### src/rtl/tlb_pkg.sv
package tlb_pkg;
  localparam int unsigned TLB_VA_W   = 32;
  localparam int unsigned TLB_OFF_W  = 12;
  localparam int unsigned TLB_VPN_W  = TLB_VA_W - TLB_OFF_W;
  localparam int unsigned TLB_ASID_W = 4;
  localparam int unsigned TLB_PGRP_W = 4;
  localparam int unsigned TLB_NGRP   = 1 << TLB_PGRP_W;
  localparam int unsigned TLB_NSUB   = 4;

  typedef enum logic [1:0] {
    PS_4K   = 2'd0,
    PS_16K  = 2'd1,
    PS_512K = 2'd2,
    PS_8M   = 2'd3
  } page_size_e;

  typedef struct packed {
    logic                  valid;
    logic                  glob;
    page_size_e            psize;
    logic [TLB_ASID_W-1:0] asid;
    logic [TLB_PGRP_W-1:0] pgrp;
    logic [TLB_NSUB-1:0]   sub_allow;
    logic [TLB_VPN_W-1:0]  vpn;
    logic [TLB_VPN_W-1:0]  ppn;
  } tlb_entry_t;

  // page-number bits that come from the effective address
  function automatic logic [TLB_VPN_W-1:0] pass_mask(page_size_e ps);
    unique case (ps)
      PS_4K:   pass_mask = TLB_VPN_W'(0);
      PS_16K:  pass_mask = TLB_VPN_W'(20'h00003);
      PS_512K: pass_mask = TLB_VPN_W'(20'h0007F);
      default: pass_mask = TLB_VPN_W'(20'h007FF);
    endcase
  endfunction
endpackage

### src/rtl/tlb_entry_match.sv
module tlb_entry_match
  import tlb_pkg::*;
(
  input  tlb_entry_t            entry_i,
  input  logic [TLB_VPN_W-1:0]  ea_vpn_i,
  input  logic [1:0]            sub_sel_i,
  input  logic [TLB_ASID_W-1:0] asid_i,
  input  logic [TLB_NGRP-1:0]   grp_deny_i,
  output logic                  hit_o,
  output logic [TLB_VPN_W-1:0]  pa_vpn_o,
  output logic                  viol_o
);
  logic [TLB_VPN_W-1:0] mask;
  logic                 tag_eq, asid_ok, sub_ok;

  assign mask     = pass_mask(entry_i.psize);
  assign tag_eq   = ((entry_i.vpn ^ ea_vpn_i) & ~mask) == '0;
  assign asid_ok  = entry_i.glob || (entry_i.asid == asid_i);
  assign hit_o    = entry_i.valid && tag_eq && asid_ok;
  assign pa_vpn_o = (entry_i.ppn & ~mask) | (ea_vpn_i & mask);
  assign sub_ok   = (entry_i.psize != PS_4K) || entry_i.sub_allow[sub_sel_i];
  assign viol_o   = !sub_ok || grp_deny_i[entry_i.pgrp];
endmodule

### src/rtl/tlb_hit_select.sv
module tlb_hit_select #(
  parameter int unsigned NUM_ENTRIES = 8,
  localparam int unsigned IDX_W = $clog2(NUM_ENTRIES)
) (
  input  logic [NUM_ENTRIES-1:0] hit_vec_i,
  output logic                   any_o,
  output logic                   multi_o,
  output logic [IDX_W-1:0]       idx_o
);
  always_comb begin
    idx_o = '0;
    for (int i = NUM_ENTRIES - 1; i >= 0; i--) begin
      if (hit_vec_i[i]) idx_o = IDX_W'(i);
    end
  end
  assign any_o   = |hit_vec_i;
  assign multi_o = $countones(hit_vec_i) > 1;
endmodule

### src/rtl/tlb_victim.sv
module tlb_victim #(
  parameter int unsigned NUM_ENTRIES = 8,
  localparam int unsigned IDX_W = $clog2(NUM_ENTRIES)
) (
  input  logic                   clk_i,
  input  logic                   rst_ni,
  input  logic [NUM_ENTRIES-1:0] valid_vec_i,
  input  logic                   fire_i,
  output logic [IDX_W-1:0]       victim_o
);
  logic [IDX_W-1:0] rr_q, free_idx;
  logic             any_free;

  always_comb begin
    free_idx = '0;
    for (int i = NUM_ENTRIES - 1; i >= 0; i--) begin
      if (!valid_vec_i[i]) free_idx = IDX_W'(i);
    end
  end
  assign any_free = ~&valid_vec_i;
  assign victim_o = any_free ? free_idx : rr_q;

  always_ff @(posedge clk_i or negedge rst_ni) begin
    if (!rst_ni) rr_q <= '0;
    else if (fire_i && !any_free)
      rr_q <= (rr_q == IDX_W'(NUM_ENTRIES - 1)) ? '0 : rr_q + 1'b1;
  end


  free_slot_chk: assert property (@(posedge clk_i) disable iff (!rst_ni)
    (fire_i && any_free) |-> !valid_vec_i[victim_o]);
endmodule

### src/rtl/tlb_multi_page.sv
module tlb_multi_page
  import tlb_pkg::*;
#(
  parameter int unsigned NUM_ENTRIES = 8,
  localparam int unsigned IDX_W = $clog2(NUM_ENTRIES)
) (
  input  logic                  clk_i,
  input  logic                  rst_ni,
  input  logic                  lookup_i,
  input  logic [TLB_VA_W-1:0]   ea_i,
  input  logic [TLB_ASID_W-1:0] asid_i,
  input  logic [TLB_NGRP-1:0]   grp_deny_i,
  output logic                  rsp_valid_o,
  output logic                  hit_o,
  output logic                  miss_o,
  output logic                  multi_hit_o,
  output logic                  prot_viol_o,
  output logic [TLB_VA_W-1:0]   pa_o,
  input  logic                  refill_i,
  input  logic [TLB_VPN_W-1:0]  refill_vpn_i,
  input  logic [TLB_VPN_W-1:0]  refill_ppn_i,
  input  logic [1:0]            refill_size_i,
  input  logic [TLB_ASID_W-1:0] refill_asid_i,
  input  logic                  refill_global_i,
  input  logic [TLB_PGRP_W-1:0] refill_pgrp_i,
  input  logic [TLB_NSUB-1:0]   refill_sub_allow_i,
  input  logic                  inval_i,
  input  logic [IDX_W-1:0]      inval_idx_i,
  input  logic                  flush_i
);
  tlb_entry_t                 entries_q [NUM_ENTRIES];
  logic [NUM_ENTRIES-1:0]     valid_vec, hit_vec, viol_vec;
  logic [TLB_VPN_W-1:0]       pa_vpn [NUM_ENTRIES];
  logic                       any_hit, multi;
  logic [IDX_W-1:0]           sel_idx, victim;
  logic                       refill_fire;
  tlb_entry_t                 new_entry;

  for (genvar g = 0; g < NUM_ENTRIES; g++) begin : g_ent
    assign valid_vec[g] = entries_q[g].valid;
    tlb_entry_match i_match (
      .entry_i   (entries_q[g]),
      .ea_vpn_i  (ea_i[TLB_VA_W-1:TLB_OFF_W]),
      .sub_sel_i (ea_i[TLB_OFF_W-1:TLB_OFF_W-2]),
      .asid_i    (asid_i),
      .grp_deny_i(grp_deny_i),
      .hit_o     (hit_vec[g]),
      .pa_vpn_o  (pa_vpn[g]),
      .viol_o    (viol_vec[g])
    );
  end

  tlb_hit_select #(.NUM_ENTRIES(NUM_ENTRIES)) i_sel (
    .hit_vec_i(hit_vec),
    .any_o    (any_hit),
    .multi_o  (multi),
    .idx_o    (sel_idx)
  );

  // flush and invalidate cancel a refill in the same cycle
  assign refill_fire = refill_i && !flush_i && !inval_i;

  tlb_victim #(.NUM_ENTRIES(NUM_ENTRIES)) i_victim (
    .clk_i      (clk_i),
    .rst_ni     (rst_ni),
    .valid_vec_i(valid_vec),
    .fire_i     (refill_fire),
    .victim_o   (victim)
  );

  always_comb begin
    new_entry.valid     = 1'b1;
    new_entry.glob      = refill_global_i;
    new_entry.psize     = page_size_e'(refill_size_i);
    new_entry.asid      = refill_asid_i;
    new_entry.pgrp      = refill_pgrp_i;
    new_entry.sub_allow = refill_sub_allow_i;
    new_entry.vpn       = refill_vpn_i;
    new_entry.ppn       = refill_ppn_i;
  end

  always_ff @(posedge clk_i or negedge rst_ni) begin
    if (!rst_ni) begin
      for (int i = 0; i < NUM_ENTRIES; i++) entries_q[i] <= '0;
    end else if (flush_i) begin
      for (int i = 0; i < NUM_ENTRIES; i++) entries_q[i].valid <= 1'b0;
    end else if (inval_i) begin
      entries_q[inval_idx_i].valid <= 1'b0;
    end else if (refill_fire) begin
      entries_q[victim] <= new_entry;
    end
  end

  always_ff @(posedge clk_i or negedge rst_ni) begin
    if (!rst_ni) begin
      rsp_valid_o <= 1'b0;
      hit_o       <= 1'b0;
      miss_o      <= 1'b0;
      multi_hit_o <= 1'b0;
      prot_viol_o <= 1'b0;
      pa_o        <= '0;
    end else begin
      rsp_valid_o <= lookup_i;
      hit_o       <= lookup_i && any_hit;
      miss_o      <= lookup_i && !any_hit;
      multi_hit_o <= lookup_i && multi;
      prot_viol_o <= lookup_i && any_hit && viol_vec[sel_idx];
      pa_o        <= (lookup_i && any_hit) ? {pa_vpn[sel_idx], ea_i[TLB_OFF_W-1:0]} : '0;
    end
  end


  rsp_follow_chk: assert property (@(posedge clk_i) disable iff (!rst_ni)
    lookup_i |=> rsp_valid_o);

  miss_clean_chk: assert property (@(posedge clk_i) disable iff (!rst_ni)
    miss_o |-> (!hit_o && pa_o == '0 && !prot_viol_o && !multi_hit_o));

  offset_pass_chk: assert property (@(posedge clk_i) disable iff (!rst_ni)
    hit_o |-> pa_o[TLB_OFF_W-1:0] == $past(ea_i[TLB_OFF_W-1:0]));

  viol_needs_hit_chk: assert property (@(posedge clk_i) disable iff (!rst_ni)
    prot_viol_o |-> hit_o);

  multi_needs_hit_chk: assert property (@(posedge clk_i) disable iff (!rst_ni)
    multi_hit_o |-> hit_o);

  flush_empty_chk: assert property (@(posedge clk_i) disable iff (!rst_ni)
    flush_i |=> valid_vec == '0);
endmodule

### config.mk
export PLATFORM = sky130hd
export DESIGN_NAME = tlb_multi_page
export DESIGN_NICKNAME = d
export VERILOG_FILES = /design/src/rtl/tlb_pkg.sv /design/src/rtl/tlb_entry_match.sv /design/src/rtl/tlb_hit_select.sv /design/src/rtl/tlb_victim.sv /design/src/rtl/tlb_multi_page.sv
export SDC_FILE = /design/constraint.sdc
export NUM_CORES = 1
export LEC_CHECK = 0
export ABC_AREA = 0
export BUFFER_PORTS_ARGS = -buffer_cell sky130_fd_sc_hd__clkbuf_2
export CAP_MARGIN = 20
export CORE_MARGIN = 2
export CORE_UTILIZATION = 54
export DETAILED_ROUTE_END_ITERATION = 7
export PLACE_DENSITY = 0.72
export SLEW_MARGIN = 10
export SYNTH_ARGS = -nofsm -noshare
export SYNTH_HDL_FRONTEND = slang
export SYNTH_SLANG_ARGS = --single-unit
export TNS_END_PERCENT = 5
### constraint.sdc
create_clock -name clk_i -period 10.7 [get_ports clk_i]
set_clock_uncertainty 0.15 [all_clocks]
set_input_delay 0.535 -clock clk_i [delete_from_list [all_inputs] [get_ports clk_i]]
set_output_delay 0.535 -clock clk_i [all_outputs]
set_load 0.03 [all_outputs]
==> flow_summary_export.csv, run 1 <==
group,metric,value,unit
clock_tree,clkTransAtPathRegs,0.06,ns
critical_path,crit_fanout,88,
global_route,grt_overflow,0,
synth,synth_common_cells,"dfrtp_1, mux2_2, xnor2_1",
routing,wl_per_cell,23.8,µm
global_route,grtUsageTotal,28.3,%
routing,wirelength,65.7,mm
clock_tree,postCtsSetupBuffers,0,
floorplan,die-area,47400,µm²
critical_path,crit_slowest_cell,"buf_4",
clock_tree,insertion_delay,0.60,ns
cells_and_area,regArea,12200,µm²
critical_path,crit_buf_inv,1,
cells_and_area,area_growth,12.1,%
floorplan,rows,78,
cells_and_area,drive_gt1_share,35.5,%
cells_and_area,nNetsFinal,2252,
clock_tree,cts_max_path_buffers,3,
synth,yosys-top-cells-area,"dfrtp_1, mux2_2, xnor2_1, mux4_2, nand2_1",
timing,rsz0062_at_grt,"false",
synth,ys_ff_latch,488,
floorplan,die_h,218,µm
synth,synthArstFlopShare,100,%
synth,synth_cell_types,74,
timing,worst_pin_slew,1.09,ns
pwr,p_per_area,162,nW/µm²
critical_path,crit_type,"flop to flop",
synth,synthCells,2022,
synth,synth-seq-area-share,49.5,%
routing,drtIter0Drc,1507,
clock_tree,clock_sinks,488,
pwr,p_leak,0.0128,µW
synth,syn_area,24700,µm²
global_route,grt_pass1_vias,17694,
timing,hold_violations,0,
routing,dr.pass1.iters,7,
clock_tree,cts_resized,0,
synth,synth_most_common_cell,"dfrtp_1",
global_route,antenna_found_initial,1,
routing,via_per_inst,6.19,
critical_path,worstSetupEndpointType,"flop",
clock_tree,cts_htree_levels,2,
timing,fmax,0.180,GHz
placed_design,place_hpwl,42.1,mm
synth,synth_warnings,0,
pwr,power.total,4480,µW
cells_and_area,antenna_cells,0,
global_route,grt_pass1_wl,103,mm
clock_tree,cts_root_buf,"clkbuf_16",
timing,slew_headroom,27.3,%
global_route,grt_start_max_net_pins,186,
cells_and_area,n_fill_cell,3546,
cells_and_area,layoutNonFillerInstCount,2760,
timing,setup_tns,0,ns
run_status,outcome,"complete, no violations",
critical_path,max_stage_delay,0.79,ns
run,max_cap_viol_count,0,
clock_tree,cts_buffers,52,
floorplan,core,45200,µm²
timing,setup_viol,0,
critical_path,crit_chain,"xor2_1, nor4_1, o21ai_0, o41ai_1, o2111ai_1, ha_1, a31oi_1, nor3_2, o21ai_4, buf_4, nand3b_1, a221o_1, and3_1, a211oi_2",
critical_path,crit_family,"compound AO/OA/AOI/OAI gates",
synth,synth_flop_cell,"dfrtp_1",
critical_path,worstPathRequired,11.04,ns
routing,vias,17093,
critical_path,startpoint_type,"flop",
synth,synth.avg_cell_area,12.2,µm²
timing,min_period_over_period,51.8,%
floorplan,start_util,54.6,%
routing,antenna_left,0,
synth,synth_top_area_share,49.5,%
placed_design,dp_cells,2661,
synth,synth_nets,2156,
floorplan,io_pins,153,
pwr,ir_drop,0.120,mV
critical_path,worstPathArrival,5.88,ns
clock_tree,cts_tree,"done",
floorplan,fp.dieW,218,µm
routing,drc,0,
timing,drv_slew,0,
cells_and_area,multi_input_area,11700,µm²
timing,finalCriticalPeriod,5.54,ns
hold_path,hold_path.class,"primary input to flop",
timing,hold-worst-slack,0.0408,ns
synth,synth_edf_count,0,
placed_design,portBuffers,152,
synth,yosys.area.top_type,"dfrtp_1",
placed_design,place_congestion,0.889,
metal layers:
metal	track usage [%]	routed length, µm	vias to the layer above
met5	0	13	-
met4	10.7	2160	2
met3	4.57	4320	134
met2	44.3	30300	635
met1	39.9	28900	8842
li1	-	-	7480
final cells by class:
class | instances | area share, %
flip-flops and latches | 488 | 44.2
multi-input cells | 1360 | 42.5
clock buffers | 75 | 5.53
repair buffers | 171 | 3.52
well taps | 600 | 2.72
clock inverters | 21 | 0.968
inverters | 45 | 0.611
layout by cell type, fill, tap and decap left out, types with 44 or more instances in the layout:
| master | count |
|---|---|
| a21oi_1 | 56 |
| clkbuf_16 | 53 |
| clkbuf_2 | 151 |
| dfrtp_1 | 488 |
| inv_1 | 44 |
| mux2_2 | 434 |
| mux4_2 | 48 |
| nand2_1 | 136 |
| nand3_1 | 74 |
| nor2_1 | 50 |
| nor3_1 | 51 |
| o21ai_0 | 46 |
| xnor2_1 | 162 |
path summary, 6_finish.rpt:
check                                   start        endpoint  slack [ns]  cells after the start
worst max-delay path            entries_q[83]        pa_o[22]        5.16                     14
worst min-delay path                  ea_i[3]         pa_o[3]        0.04                      2
min in group asynchronous              rst_ni         pa_o[7]        0.36                      2
max in group asynchronous              rst_ni  entries_q[258]        8.54                      3
worst max register to register  entries_q[83]        pa_o[22]        5.16                     14
worst min register to register  entries_q[99]   entries_q[99]        0.35                      1
stage by stage:
stage | area (µm²) | utilization (%) | setup slack (ns)
after CTS | 27600 | 61.1 | 5.29
after floorplan | 24700 | - | 6.46
after global routing | 27700 | 61.2 | 4.84
final | 27700 | 61.2 | 5.16
after global placement | 25800 | 57.0 | 4.94
after detailed placement | 25800 | 57.1 | 4.82
flip-flops by register name, summed over array words and instances, names as in the netlist:
signal	flops
hit_o	1
i_victim.rr_q	3
entries_q	448
miss_o	1
pa_o	32
prot_viol_o	1
multi_hit_o	1
rsp_valid_o	1
timing repair:
action / CTS / global route
hold buffers: 1 / 0
endpoints found under the setup margin: 0 / 0
hold endpoints to repair: 85 / 0
power by group:
group	switching, µW	internal [µW]	leakage, µW	total [µW]
registers	114	1970	0.00657	2090
clock network	747	1140	0.000888	1880
logic	259	257	0.00530	517
total	1120	3370	0.0128	4480
logic make-up after synthesis:
kind of cell	after synthesis	share of synthesized area, %
AOI/OAI and AO/OA	225	6.22
xor gates and xnor gates	192	6.85
adders and majority gates	18	1.04
buffers and inverters	174	3.18
DFF	488	49.5
muxes	489	24.5
and+or+nand+nor	436	8.69
Power figures use the tool's default switching activity.
==> run 2: changes to the inputs <==
==> constraint.sdc (replaced) <==
create_clock -name clk_i -period 5.5 [get_ports clk_i]
set_clock_uncertainty 0.15 [all_clocks]
set_input_delay 0.275 -clock clk_i [delete_from_list [all_inputs] [get_ports clk_i]]
set_output_delay 0.275 -clock clk_i [all_outputs]
set_load 0.03 [all_outputs]
==> flow_summary_export.csv, run 2 (synthesis results as in run 1) <==
group,metric,value,unit
run_status,outcome,"complete, no violations",
timing,drv_slew,0,
floorplan,die_h,218,µm
clock_tree,insertion_delay,0.61,ns
pwr,swShare,25.1,%
pwr,p_per_area,311,nW/µm²
timing,fmax,0.208,GHz
clock_tree,cts_buffers,53,
cells_and_area,drive_gt1_share,34.8,%
routing,antenna_left,0,
critical_path,crit_start,"entries_q[83]",
clock_tree,clock_sinks,488,
placed_design,portBuffers,152,
critical_path,crit_slowest_cell,"nor4_1",
pwr,power.switching,2240,µW
critical_path,r2r_cells,13,
routing,wirelength,68.0,mm
pwr,clkPwrFrac,42.7,%
critical_path,reg2reg_slack,0.68,ns
cells_and_area,regMostFlops,"entries_q",
floorplan,fp.dieW,218,µm
critical_path,worstPathArrival,5.19,ns
routing,drtIter0Drc,1730,
critical_path,startpoint_type,"flop",
floorplan,io_pins,153,
timing,finalCriticalPeriod,4.82,ns
timing,worst_pin_slew,1.13,ns
hold_path,worstHoldStart,"inval_idx_i[2]",
pwr,ir_drop,0.258,mV
pwr,comb_power_share,11.9,%
clock_tree,cts_tree,"done",
clock_tree,cts_root_buf,"clkbuf_16",
timing,rsz0062_at_grt,"false",
placed_design,place_congestion,0.925,
cells_and_area,top_regs,"entries_q (448), pa_o (32), i_victim.rr_q (3)",
timing,min_period_over_period,87.6,%
routing,dr.pass1.iters,5,
critical_path,crit_chain,"xor2_1, nor4_1, o21ai_0, o41ai_1, o2111ai_1, ha_1, nor3_1, o21ba_2, buf_12, nand3_1, o221ai_1, a31oi_1, a32oi_1",
timing,slew_headroom,24.7,%
global_route,grtUsageTotal,29.4,%
cells_and_area,nNetsFinal,2347,
floorplan,core,45200,µm²
cells_and_area,mostFrequentLayoutCell,"dfrtp_1",
cells_and_area,layout_common_cells,"dfrtp_1, mux2_2, xnor2_1",
pwr,p_int,6680,µW
clock_tree,clkTransAtPathRegs,0.06,ns
routing,drc,0,
critical_path,worstPathRequired,5.87,ns
critical_path,crit_type,"flop to flop",
clock_tree,cts_max_path_buffers,3,
routing,via_per_inst,6.14,
clock_tree,cts_resized,0,
cells_and_area,final_area,28700,µm²
timing,hold_violations,0,
clock_tree,cts_htree_levels,2,
critical_path,r2r-end,"pa_o[17]",
timing,setup_tns,0,ns
run,max_cap_viol_count,0,
global_route,grt_pass1_vias,18248,
cells_and_area,largest_register_ff_count,448,
timing,setup_viol,0,
pwr,p_leak,0.0133,µW
global_route,grt_overflow,0,
global_route,grt_start_max_net_pins,157,
global_route,grt_pass1_wl,107,mm
critical_path,worstSetupEndpointType,"flop",
floorplan,die-area,47400,µm²
global_route,antenna_found_initial,4,
critical_path,timing.rr.start,"entries_q[83]",
placed_design,place_hpwl,43.6,mm
placed_design,place_area,25900,µm²
pwr,p_seq_share,45.4,%
cells_and_area,area_growth,16.5,%
routing,vias,17547,
hold_path,hold_path.class,"primary input to flop",
critical_path,crit_fanout,49,
critical_path,max_stage_delay,0.62,ns
floorplan,rows,78,
hold_path,whs_path_depth,4,
routing,wl_per_cell,23.8,µm
hold_path,hold_end,"entries_q[223]",
floorplan,start_util,54.6,%
-- run 2: cell count changes in the layout (fill, tap and decap cells not counted) --
cell,before,now
clkbuf_16,53,55
dlygate4sd3_1,1,85
clkinv_2,11,12
buf_12,3,8
clkinv_4,0,2
clkbuf_8,12,15
buf_16,1,0
diode_2,0,3
clkbuf_1,10,5
buf_4,14,20
-- run 2: cell type report --
cell class              instances  area (µm²)
clock buffers                  75        1600
repair buffers                265        1930
fillers                      3392       16500
inverters                      45         169
clock inverters                24         290
diodes                          3        7.51
well taps                     600         751
flip-flops and latches        488       12200
multi-input cells            1360       11700
-- run 2: what timing repair did --
| item | in CTS | in global routing |
|---|---|---|
| hold buffers | 85 | 0 |
| endpoints found under the hold margin | 531 | 0 |
| buffers inserted | 0 | 0 |
-- run 2: power by group through the flow --
| stage | registers [µW] | logic (µW) | clock network [µW] |
|---|---|---|---|
| after detailed placement | 4110 | 1010 | 0 |
| after global routing | 4080 | 1150 | 4030 |
| after global placement | 4090 | 977 | 0 |
| final | 4050 | 1060 | 3810 |
| after CTS | 4050 | 1060 | 3870 |
| after floorplan | 4030 | 693 | 0 |
-- run 2: worst max-delay path, delay by kind of cell, from the launching register on --
kind / cells / cell delay [ns]
adders and majority gates: 1 / 0.37
and+or+nand+nor: 3 / 1.37
buffers and inverters: 1 / 0.31
AOI/OAI and AO/OA: 7 / 1.95
DFF: 1 / 0.40
xor gates and xnor gates: 1 / 0.16
-- run 2: worst max path at each step --
stage | to | cells past startpoint
floorplan | multi_hit_o | 16
global placement | pa_o[12] | 15
detailed placement | pa_o[15] | 14
CTS | pa_o[15] | 13
global route | pa_o[17] | 13
finish | pa_o[17] | 13
-- run 2: per-layer routing --
layer | GRT usage [%] | wire [µm]
met1 | 39.5 | 28600
met2 | 47.1 | 32400
met3 | 5.69 | 4470
met4 | 12.2 | 2520
met5 | 0 | 0
-- run 2: stage by stage --
step / cells / hold WS (ns) / total power (µW) / setup WS (ns) / utilization, %
CTS: 2856 / 0.0183 / 8970 / 0.771 / 63.5
global placement: 2672 / 0.142 / 5070 / 0.711 / 57.4
floorplan: 2022 / -0.171 / 4720 / 1.52 / -
finish: 2860 / 0.0599 / 8920 / 0.684 / 63.5
global route: 2859 / 0.0653 / 9260 / 0.369 / 63.5
detailed placement: 2672 / 0.150 / 5120 / 0.574 / 57.4
